==> src/rtl/srs_pkg.sv <==
package srs_pkg;
    localparam int ADDR_W_DEF = 8;
    localparam int DATA_W_DEF = 32;
    localparam logic [7:0] A_MODE  = 8'h00;
    localparam logic [7:0] A_MUX   = 8'h02;
    localparam logic [7:0] A_SW    = 8'h08;
    localparam logic [7:0] A_RCTL  = 8'h80;
    localparam logic [7:0] A_VER   = 8'hFF;
endpackage

==> src/rtl/srs_sync.sv <==
module srs_sync #(
    parameter int W = 1,
    parameter int STAGES = 2,
    parameter logic [W-1:0] RST_VAL = '0
) (
    input  logic         clk,
    input  logic         rst_n,
    input  logic [W-1:0] d_in,
    output logic [W-1:0] q_out
);
    logic [STAGES-1:0][W-1:0] stage_d, stage_q;

    always_comb begin
        stage_d[0] = d_in;
        for (int i = 1; i < STAGES; i++) stage_d[i] = stage_q[i-1];
    end

    always_ff @(posedge clk) begin
        if (!rst_n) stage_q <= {STAGES{RST_VAL}};
        else        stage_q <= stage_d;
    end

    assign q_out = stage_q[STAGES-1];
endmodule

==> src/rtl/srs_frame.sv <==
module srs_frame #(
    parameter int DATA_W = 32,
    parameter int ADDR_W = 8,
    localparam int HIST_W = DATA_W + ADDR_W
) (
    input  logic              clk,
    input  logic              rst_n,
    input  logic              sclk_s,
    input  logic              din_s,
    input  logic              stb_n_s,
    input  logic [DATA_W-1:0] rdata,
    output logic [ADDR_W-1:0] cmd_addr,
    output logic [DATA_W-1:0] cmd_wdata,
    output logic              wr_stb,
    output logic              fall_evt,
    output logic              dout
);
    typedef struct packed {
        logic              sclk_prev;
        logic [HIST_W-1:0] hist;
        logic [DATA_W-1:0] osh;
        logic              dout;
    } frame_t;

    frame_t st_d, st_q;
    logic   rise_evt;

    always_comb begin
        st_d     = st_q;
        wr_stb   = 1'b0;
        rise_evt = sclk_s & ~st_q.sclk_prev;
        fall_evt = ~sclk_s & st_q.sclk_prev;
        st_d.sclk_prev = sclk_s;
        if (rise_evt) begin
            if (!stb_n_s) begin
                if (din_s) wr_stb   = 1'b1;
                else       st_d.osh = rdata;
            end else begin
                st_d.hist = {st_q.hist[HIST_W-2:0], din_s};
            end
        end
        if (fall_evt) begin
            st_d.dout = st_q.osh[DATA_W-1];
            st_d.osh  = {st_q.osh[DATA_W-2:0], 1'b1};
        end
    end

    always_ff @(posedge clk) begin
        if (!rst_n) begin
            st_q.sclk_prev <= 1'b0;
            st_q.hist      <= '0;
            st_q.osh       <= '1;
            st_q.dout      <= 1'b1;
        end else begin
            st_q <= st_d;
        end
    end

    assign cmd_addr  = st_q.hist[ADDR_W-1:0];
    assign cmd_wdata = st_q.hist[HIST_W-1:ADDR_W];
    assign dout      = st_q.dout;
endmodule

==> src/rtl/srs_regs.sv <==
module srs_regs #(
    parameter int DATA_W = 32,
    parameter int ADDR_W = 8,
    parameter int SW_W = 8,
    parameter logic [DATA_W-1:0] VERSION = '0,
    parameter int RST_CYCLES = 16,
    localparam int CNT_W = $clog2(RST_CYCLES + 1)
) (
    input  logic              clk,
    input  logic              rst_n,
    input  logic              wr_stb,
    input  logic [ADDR_W-1:0] addr,
    input  logic [DATA_W-1:0] wdata,
    input  logic [SW_W-1:0]   sw_s,
    output logic [DATA_W-1:0] rdata,
    output logic [DATA_W-1:0] mode_q_o,
    output logic [DATA_W-1:0] mux_q_o,
    output logic              rst_req
);
    import srs_pkg::*;

    typedef struct packed {
        logic [DATA_W-1:0] mode;
        logic [DATA_W-1:0] mux;
        logic [DATA_W-1:0] rctl;
        logic [CNT_W-1:0]  cnt;
    } regs_t;

    regs_t rg_d, rg_q;

    always_comb begin
        rg_d = rg_q;
        if (rg_q.cnt != '0) begin
            rg_d.cnt = rg_q.cnt - 1'b1;
            if (rg_q.cnt == CNT_W'(1)) rg_d.rctl = '0;
        end
        if (wr_stb) begin
            if (addr == ADDR_W'(A_MODE)) rg_d.mode = wdata;
            if (addr == ADDR_W'(A_MUX))  rg_d.mux  = wdata;
            if (addr == ADDR_W'(A_RCTL)) begin
                rg_d.rctl = wdata;
                if (wdata == DATA_W'(1) && rg_q.cnt == '0)
                    rg_d.cnt = CNT_W'(RST_CYCLES);
            end
        end
    end

    always_comb begin
        if      (addr == ADDR_W'(A_MODE)) rdata = rg_q.mode;
        else if (addr == ADDR_W'(A_MUX))  rdata = rg_q.mux;
        else if (addr == ADDR_W'(A_SW))   rdata = DATA_W'(sw_s);
        else if (addr == ADDR_W'(A_RCTL)) rdata = rg_q.rctl;
        else if (addr == ADDR_W'(A_VER))  rdata = VERSION;
        else                              rdata = '1;
    end

    always_ff @(posedge clk) begin
        if (!rst_n) rg_q <= '0;
        else        rg_q <= rg_d;
    end

    assign mode_q_o = rg_q.mode;
    assign mux_q_o  = rg_q.mux;
    assign rst_req  = (rg_q.cnt != '0);
endmodule

==> src/rtl/serial_regbank_slave.sv <==
module serial_regbank_slave #(
    parameter int DATA_W = srs_pkg::DATA_W_DEF,
    parameter int ADDR_W = srs_pkg::ADDR_W_DEF,
    parameter int SW_W = 8,
    parameter int SYNC_STAGES = 2,
    parameter int RST_CYCLES = 16,
    parameter logic [DATA_W-1:0] VERSION = 32'h0000_0100
) (
    input  logic              clk,
    input  logic              rst_n,
    input  logic              ser_clk,
    input  logic              ser_din,
    input  logic              ser_stb_n,
    output logic              ser_dout,
    input  logic [SW_W-1:0]   sw_in,
    output logic [DATA_W-1:0] mode_out,
    output logic [DATA_W-1:0] mux_out,
    output logic              rst_req
);
    logic [2:0]        line_s;
    logic [SW_W-1:0]   sw_s;
    logic [ADDR_W-1:0] cmd_addr;
    logic [DATA_W-1:0] cmd_wdata, rdata;
    logic              wr_stb, fall_evt;

    srs_sync #(.W(3), .STAGES(SYNC_STAGES), .RST_VAL(3'b001)) u_sync_line (
        .clk(clk), .rst_n(rst_n),
        .d_in({ser_clk, ser_din, ser_stb_n}), .q_out(line_s)
    );

    srs_sync #(.W(SW_W), .STAGES(SYNC_STAGES), .RST_VAL('0)) u_sync_sw (
        .clk(clk), .rst_n(rst_n), .d_in(sw_in), .q_out(sw_s)
    );

    srs_frame #(.DATA_W(DATA_W), .ADDR_W(ADDR_W)) u_frame (
        .clk(clk), .rst_n(rst_n),
        .sclk_s(line_s[2]), .din_s(line_s[1]), .stb_n_s(line_s[0]),
        .rdata(rdata), .cmd_addr(cmd_addr), .cmd_wdata(cmd_wdata),
        .wr_stb(wr_stb), .fall_evt(fall_evt), .dout(ser_dout)
    );

    srs_regs #(.DATA_W(DATA_W), .ADDR_W(ADDR_W), .SW_W(SW_W),
               .VERSION(VERSION), .RST_CYCLES(RST_CYCLES)) u_regs (
        .clk(clk), .rst_n(rst_n), .wr_stb(wr_stb), .addr(cmd_addr),
        .wdata(cmd_wdata), .sw_s(sw_s), .rdata(rdata),
        .mode_q_o(mode_out), .mux_q_o(mux_out), .rst_req(rst_req)
    );
endmodule

==> config.mk <==
export PLATFORM = sky130hd
export DESIGN_NAME = serial_regbank_slave
export DESIGN_NICKNAME = d
export VERILOG_FILES = /design/src/rtl/srs_pkg.sv /design/src/rtl/srs_sync.sv /design/src/rtl/srs_frame.sv /design/src/rtl/srs_regs.sv /design/src/rtl/serial_regbank_slave.sv
export SDC_FILE = /design/constraint.sdc
export NUM_CORES = 1
export LEC_CHECK = 0
export ABC_AREA = 1
export BUFFER_PORTS_ARGS = -buffer_cell sky130_fd_sc_hd__buf_2
export CAP_MARGIN = 30
export CELL_PAD_IN_SITES_DETAIL_PLACEMENT = 1
export CELL_PAD_IN_SITES_GLOBAL_PLACEMENT = 1
export CORE_ASPECT_RATIO = 1.1
export CORE_UTILIZATION = 46
export DETAILED_ROUTE_END_ITERATION = 10
export PLACE_DENSITY = 0.86
export SLEW_MARGIN = 0
export SYNTH_ARGS = -nofsm -noshare
export SYNTH_HDL_FRONTEND = slang
export SYNTH_SLANG_ARGS = --single-unit
==> constraint.sdc <==
create_clock -name clk -period 2.2 [get_ports clk]
set_input_delay 0 -clock clk [delete_from_list [all_inputs] [get_ports clk]]
set_output_delay 0 -clock clk [all_outputs]
set_load 0.01 [all_outputs]
# After elaboration in Yosys (flattened, before gate mapping)
# Cells that the tools add are included.
[totals]
ff_bits = 197
inputBits = 13
output_inout_bits = 66
word_cells = 57
[classes]
addsub = 1
eq_ne = 8
n_mux = 17
bitwise_logic = 7
n_reduce_logical = 11
[op_table]
columns = ["op", "n"]
rows = [
  ["$mux W32", 9],
  ["$mux W37", 3],
  ["$mux W33", 1],
  ["$eq A32 B1 Y1 const B", 1],
  ["$eq A8 B8 Y1 const B", 2],
  ["$eq A8 B2 Y1 const B", 1],
  ["$eq A8 B4 Y1 const B", 1],
  ["$logic_not A8 Y1", 1],
  ["$reduce_and A2 Y1", 3],
  ["$reduce_and A3 Y1", 2],
  ["$eq A5 B1 Y1 const B", 1],
  ["$logic_not A5 Y1", 1],
  ["$mux W5", 1],
  ["$not A1 Y1", 5],
  ["$reduce_bool A5 Y1", 1],
  ["$sub A5 B1 Y5 const B", 1],
  ["$ne A2 B2 Y1 const B", 2],
  ["$mux W1", 3],
  ["$and A1 B1 Y1", 2],
  ["$reduce_bool A2 Y1", 1],
  ["$reduce_or A2 Y1", 1],
  ["$logic_and A1 B1 Y1", 1],
]

# Logic depth before layout (Yosys ltp)
[depth]
depth_word = 10
depth_mapped = 13
ltp_nobuf = 12

# Hierarchy
# Synthesis repeated with hierarchy kept, for this count alone.
[hier_totals]
cells_unflattened = 1384
hier_area_um2 = 9551.7
[by_module_without_submodules]
columns = ["mod", "instances", "cells_each", "area_per_inst_um2"]
rows = [
  ["srs_regs", 1, 804, 5330.1],
  ["srs_frame", 1, 512, 3572.2],
  ["srs_sync at u_sync_sw", 1, 50, 484.2],
  ["srs_sync at u_sync_line", 1, 18, 165.2],
]

# Least setup slack after synthesis
# Ideal clock, no wire load.
[synth_timing]
kind = "reg2reg"
startpoint = "register u_regs.rg_q[0] in the netlist's numbering"
endpoint = "register u_regs.rg_q[15] in the netlist's numbering"
setup_time_ns = 0.133
arrival_ns = 1.328
setup_slack_ns = 0.739
path_stages_with_launch = 8
path_buffers = 1
cell_sequence = "dfxtp_1 inv_1 ha_1 nor3_1 nand3_1 clkbuf_1 nand2_1 a21oi_1"
[synth_via]
elab_chain_len = 5
[synth_rtl]
columns = ["item", "line_no", "text"]
rows = [
  ["from (decl)", "srs_regs.sv:29", "regs_t rg_d, rg_q;"],
  ["from (signal assigned)", "srs_regs.sv:59", "else rg_q <= rg_d;"],
  ["$eq A5 B1 Y1", "srs_regs.sv:35", "if (rg_q.cnt == CNT_W'(1)) rg_d.rctl = '0;"],
  ["$mux W32", "srs_regs.sv:35", ""],
  ["$mux W37 (*)", "srs_regs.sv:33", "if (rg_q.cnt != '0) begin"],
  ["$mux W37", "srs_regs.sv:40", "if (addr == ADDR_W'(A_RCTL)) begin"],
  ["$mux W37 (*)", "srs_regs.sv:37", "if (wr_stb) begin"],
]
# Mark *: on every way between the ends. The rest lies on a longest branch, timed or not.
# A chain may end at the register's enable or synchronous reset.

# Worst setup path in the final report
[layout_timing]
startpoint = "register u_frame.st_q (netlist bit u_frame.cmd_addr[0])"
endpoint = "register u_regs.rg_q[15] in the netlist's numbering"
[layout_via]
elab_chain_len = 3
[layout_rtl]
columns = ["item", "line_no", "text"]
rows = [
  ["from (decl)", "srs_frame.sv:25", "frame_t st_d, st_q;"],
  ["from (signal assigned)", "srs_frame.sv:55", "st_q <= st_d;"],
  ["$eq A8 B8 Y1", "srs_regs.sv:40", ""],
  ["$mux W37", "srs_regs.sv:40", ""],
  ["$mux W37", "srs_regs.sv:37", ""],
]
# No other way between the ends.

==> impl_results.md <==
- Synth Warn #: 0
- # clock sinks: 197
- CP Capture Type: flip-flop
- Final setup fails: 0
- Area leader, netlist: dfxtp_1
- Family with the most delay on the worst path: buffers and inverters
- CTS buffer count: 17
- Register area: 3940 sq um
- Vias in the first global route: 8,323
- Initial antenna violation count: 0
- Tot GR Track Use: 26.6%
- Sequential fraction of the synthesis area: 44.5%
- Switching Share: 25.3%
- Fin crit period: 1910 ps
- Remaining DRCs: 0
- Postcts setup bufs: 0
- Post-DR vias/cell: 5.34
- Layout Skew: 12.1 ps
- Max-Cap Viols: 0
- Worst path slowest cell: dfxtp_1
- Status: complete, no violations
- Nets: 1,263
- CTS tree: done
- Wirelength per Cell: 16.7 microns
- Critical Path Max Stage Delay: 340 ps
- R2r endpoint: u_regs.rg_q[15]$_SDFF_PN0_
- Post-DP HPWL: 15.9 mm
- Pre-CTS setup slack: 328 ps
- Detailed-route via count: 8,011
- Sequential Power Share: 46.3%
- Area of the multi-input gates: 3690 sq um
- WL final: 25.1 mm
- Non-Filler Instances: 1,499
- Die area: 19,800 sq um
- Rows: 52
- Layout cells sized above 1: 12.5%
- H-Tree Depth: 4
- Reg clk slew, reported paths: 70 ps
- # diodes: 0
- Syn Nets: 1,270
- Cells on worst reg2reg path: 9
- Gate power share: 11.2%
- EDFF count, synth: 0
- Worst Path Buf+Inv: 3
- Syn Area/Cell: 7.09 sq um
- Worst Path Arrival: 2200 ps
- CP Cell Sequence: inv_1 -> nand2_1 -> nor2_2 -> nand2_2 -> inv_2 -> nand2_2 -> buf_4 -> o21ai_0 -> a21oi_1
- Cts repair resizes: 0
- Switching power: 2.06 mW
- HP Start: rst_n
- Library cells used by synthesis: 35
- Hold Crit Class: input port to flip-flop
- Largest net degree at the start of global routing: 90
- First-pass GRT wire length: 41.4 mm
- Count of pins over their slew limit: 0
- Syn-to-layout area delta: 9.35%
- Final period util: 86.9%
- Setup slack, reg-to-reg: 290 ps
- Worst-skew pair later-pin latency: 440 ps
- Setup TNS: 0 ps
- #FFs+latches synth: 197
- Clock power share: 42.5%
- Leak: 4.12 nW
- Crit path kind: flip-flop to flip-flop
- Grt ovf: 0
- Most used flip-flop cell after synthesis: dfxtp_1
- Fill cell count: 2,390
- Final worst slack: 287 ps
- Post-synth ARST share: 0%
- Synth top area share: 44.5%
- Hold Path Depth: 3
- Reg2reg start: u_frame.cmd_addr[0]$_SDFFE_PN0P_
- Max_slew headroom: 46.7%
- PortBufs: 78
- Placed cell area: 8940 sq um
- Area contributors post-synth: dfxtp_1 44%, nand2_1 14%, a21oi_1 10%
- Mapped Cells: 1,252
- Non-Filler Cell Area, Final: 9700 sq um
- Power density cells: 838 nW/um^2
- Endpoints failing hold: 0
- First DRT Iteration DRCs: 440
- End of the worst hold path: u_regs.rg_q[4]$_SDFF_PN0_
- CP startpoint kind: flip-flop
- Clk buf depth: 2
- Hold_buf cts: 11
- Die height: 148 microns
- Fmax: 0.523 GHz
- I/O pins: 79
- Routability Congestion: 0.762
- Placed insts: 1,458
- Final ANT Viol Nets: 0
- Initial Util: 47.5%
- Worst path most repeated cell: nand2_2
- Synth Cell Area: 8870 sq um
- Core Util, Final: 51.9%
- Die width: 134 microns
- Max VDD drop: 0.000660 V
- P_int: 6.07 mW
- Clock root cell: clkbuf_16
- CP Data Required Time: 2480 ps
- Unrepaired setup endpoints after global routing: false
- Core area: 18,700 sq um
- Worst Path Max Fanout: 63
- Actual transition at the worst max-transition pin: 799 ps
- First-pass DRT Iterations: 5
==> cells in the mapped netlist, types with 6 or more instances <==
cell type  instances
nor2_1            73
nand3_1           35
o21ai_1           19
buf_2             21
o21ai_0          117
nor2_2             6
inv_1             98
nand3b_1           7
clkbuf_1          46
nand2_1          336
a21oi_1          180
nand4_1            6
dfxtp_1          197
buf_4             67
==> metal layers <==
metal | vias up | GRT usage [%] | wire, microns
met5 | - | 0 | 0
met4 | 0 | 10.6 | 646
met3 | 42 | 3.50 | 789
met2 | 164 | 48.2 | 12900
met1 | 3875 | 31.5 | 10700
li1 | 3930 | - | -
==> power by group through the flow <==
stage | Clock [mW] | Sequential [mW] | Combinational, mW
finish | 3.46 | 3.76 | 0.914
global route | 3.64 | 3.77 | 1.02
CTS | 3.49 | 3.76 | 0.919
detailed placement | 0 | 3.84 | 0.894
global placement | 0 | 3.84 | 0.859
floorplan | 0 | 3.81 | 0.630
==> layout by cell type (no fill, tap or decap), types with 3 or more instances in the layout <==
| cell type | n |
|---|---|
| a21oi_1 | 180 |
| buf_2 | 77 |
| buf_4 | 26 |
| bufinv_16 | 5 |
| clkbuf_16 | 17 |
| clkbuf_8 | 3 |
| dfxtp_1 | 197 |
| dlygate4sd3_1 | 11 |
| ha_1 | 5 |
| inv_1 | 98 |
| inv_2 | 4 |
| nand2_1 | 336 |
| nand2_2 | 5 |
| nand3_1 | 35 |
| nand3b_1 | 7 |
| nand4_1 | 6 |
| nor2_1 | 73 |
| nor2_2 | 6 |
| nor3_1 | 4 |
| o21ai_0 | 117 |
| o21ai_1 | 19 |
==> flip-flops by register name (all words and copies together) (netlist names) <==
register / count
u_sync_sw.stage_d: 8
u_regs.rg_q: 37
u_sync_sw.q_out: 8
u_regs.mux_q_o: 32
u_sync_line.q_out: 3
u_frame.cmd_addr: 8
u_regs.mode_q_o: 32
u_frame.cmd_wdata: 32
u_frame.dout: 1
u_frame.st_q: 33
u_sync_line.stage_d: 3
==> stage by stage <==
step,power [mW],hold WS [ps]
5_1_grt,8.43,148
2_1_floorplan,4.44,97.6
6_report,8.13,153
4_1_cts,8.18,135
3_3_place_gp,4.70,182
3_5_place_dp,4.73,187
==> cell families (layout without fill, tap and decap cells) <==
logic type                 Yosys count  in the layout  synth area share [%]
AOI/OAI and AO/OA                  322            322                  18.3
xor gates and xnor gates             2              2                 0.197
buffers and inverters              245            249                  13.9
DFF                                197            197                  44.5
and+or+nand+nor                    481            481                  22.4
adders and majority gates            5              5                 0.705
==> worst reg2reg max path: cells and delay by family, from the launching register on <==
family,cells,cell delay (ps)
buffers and inverters,3,530
and+or+nand+nor,4,470
DFF,1,340
AOI/OAI and AO/OA,2,430
==> worst max-delay path by stage <==
stage,from,to,cells past startpoint
after floorplan,u_regs.rg_q[0]$_SDFF_PN0_,u_regs.rg_q[15]$_SDFF_PN0_,7
final,u_frame.cmd_addr[0]$_SDFFE_PN0P_,u_regs.rg_q[15]$_SDFF_PN0_,9
after CTS,u_frame.cmd_addr[0]$_SDFFE_PN0P_,u_regs.rg_q[15]$_SDFF_PN0_,9
after global routing,u_frame.cmd_addr[0]$_SDFFE_PN0P_,u_regs.rg_q[6]$_SDFF_PN0_,9
after detailed placement,u_sync_line.q_out[2]$_SDFF_PN0_,u_regs.mux_q_o[25]$_SDFFE_PN0P_,8
after global placement,u_frame.cmd_addr[4]$_SDFFE_PN0P_,u_regs.mux_q_o[19]$_SDFFE_PN0P_,8
==> layout make-up <==
| type | count | share of cell area [%] |
|---|---|---|
| Sequential cell | 197 | 40.7 |
| Multi-Input combinational cell | 810 | 38.0 |
| Timing Repair Buffer | 116 | 7.53 |
| Clock buffer | 22 | 4.89 |
| Inverter | 103 | 3.99 |
| Tap cell | 243 | 3.13 |
| Clock inverter | 8 | 1.77 |
(Power assumes the default switching activity.)
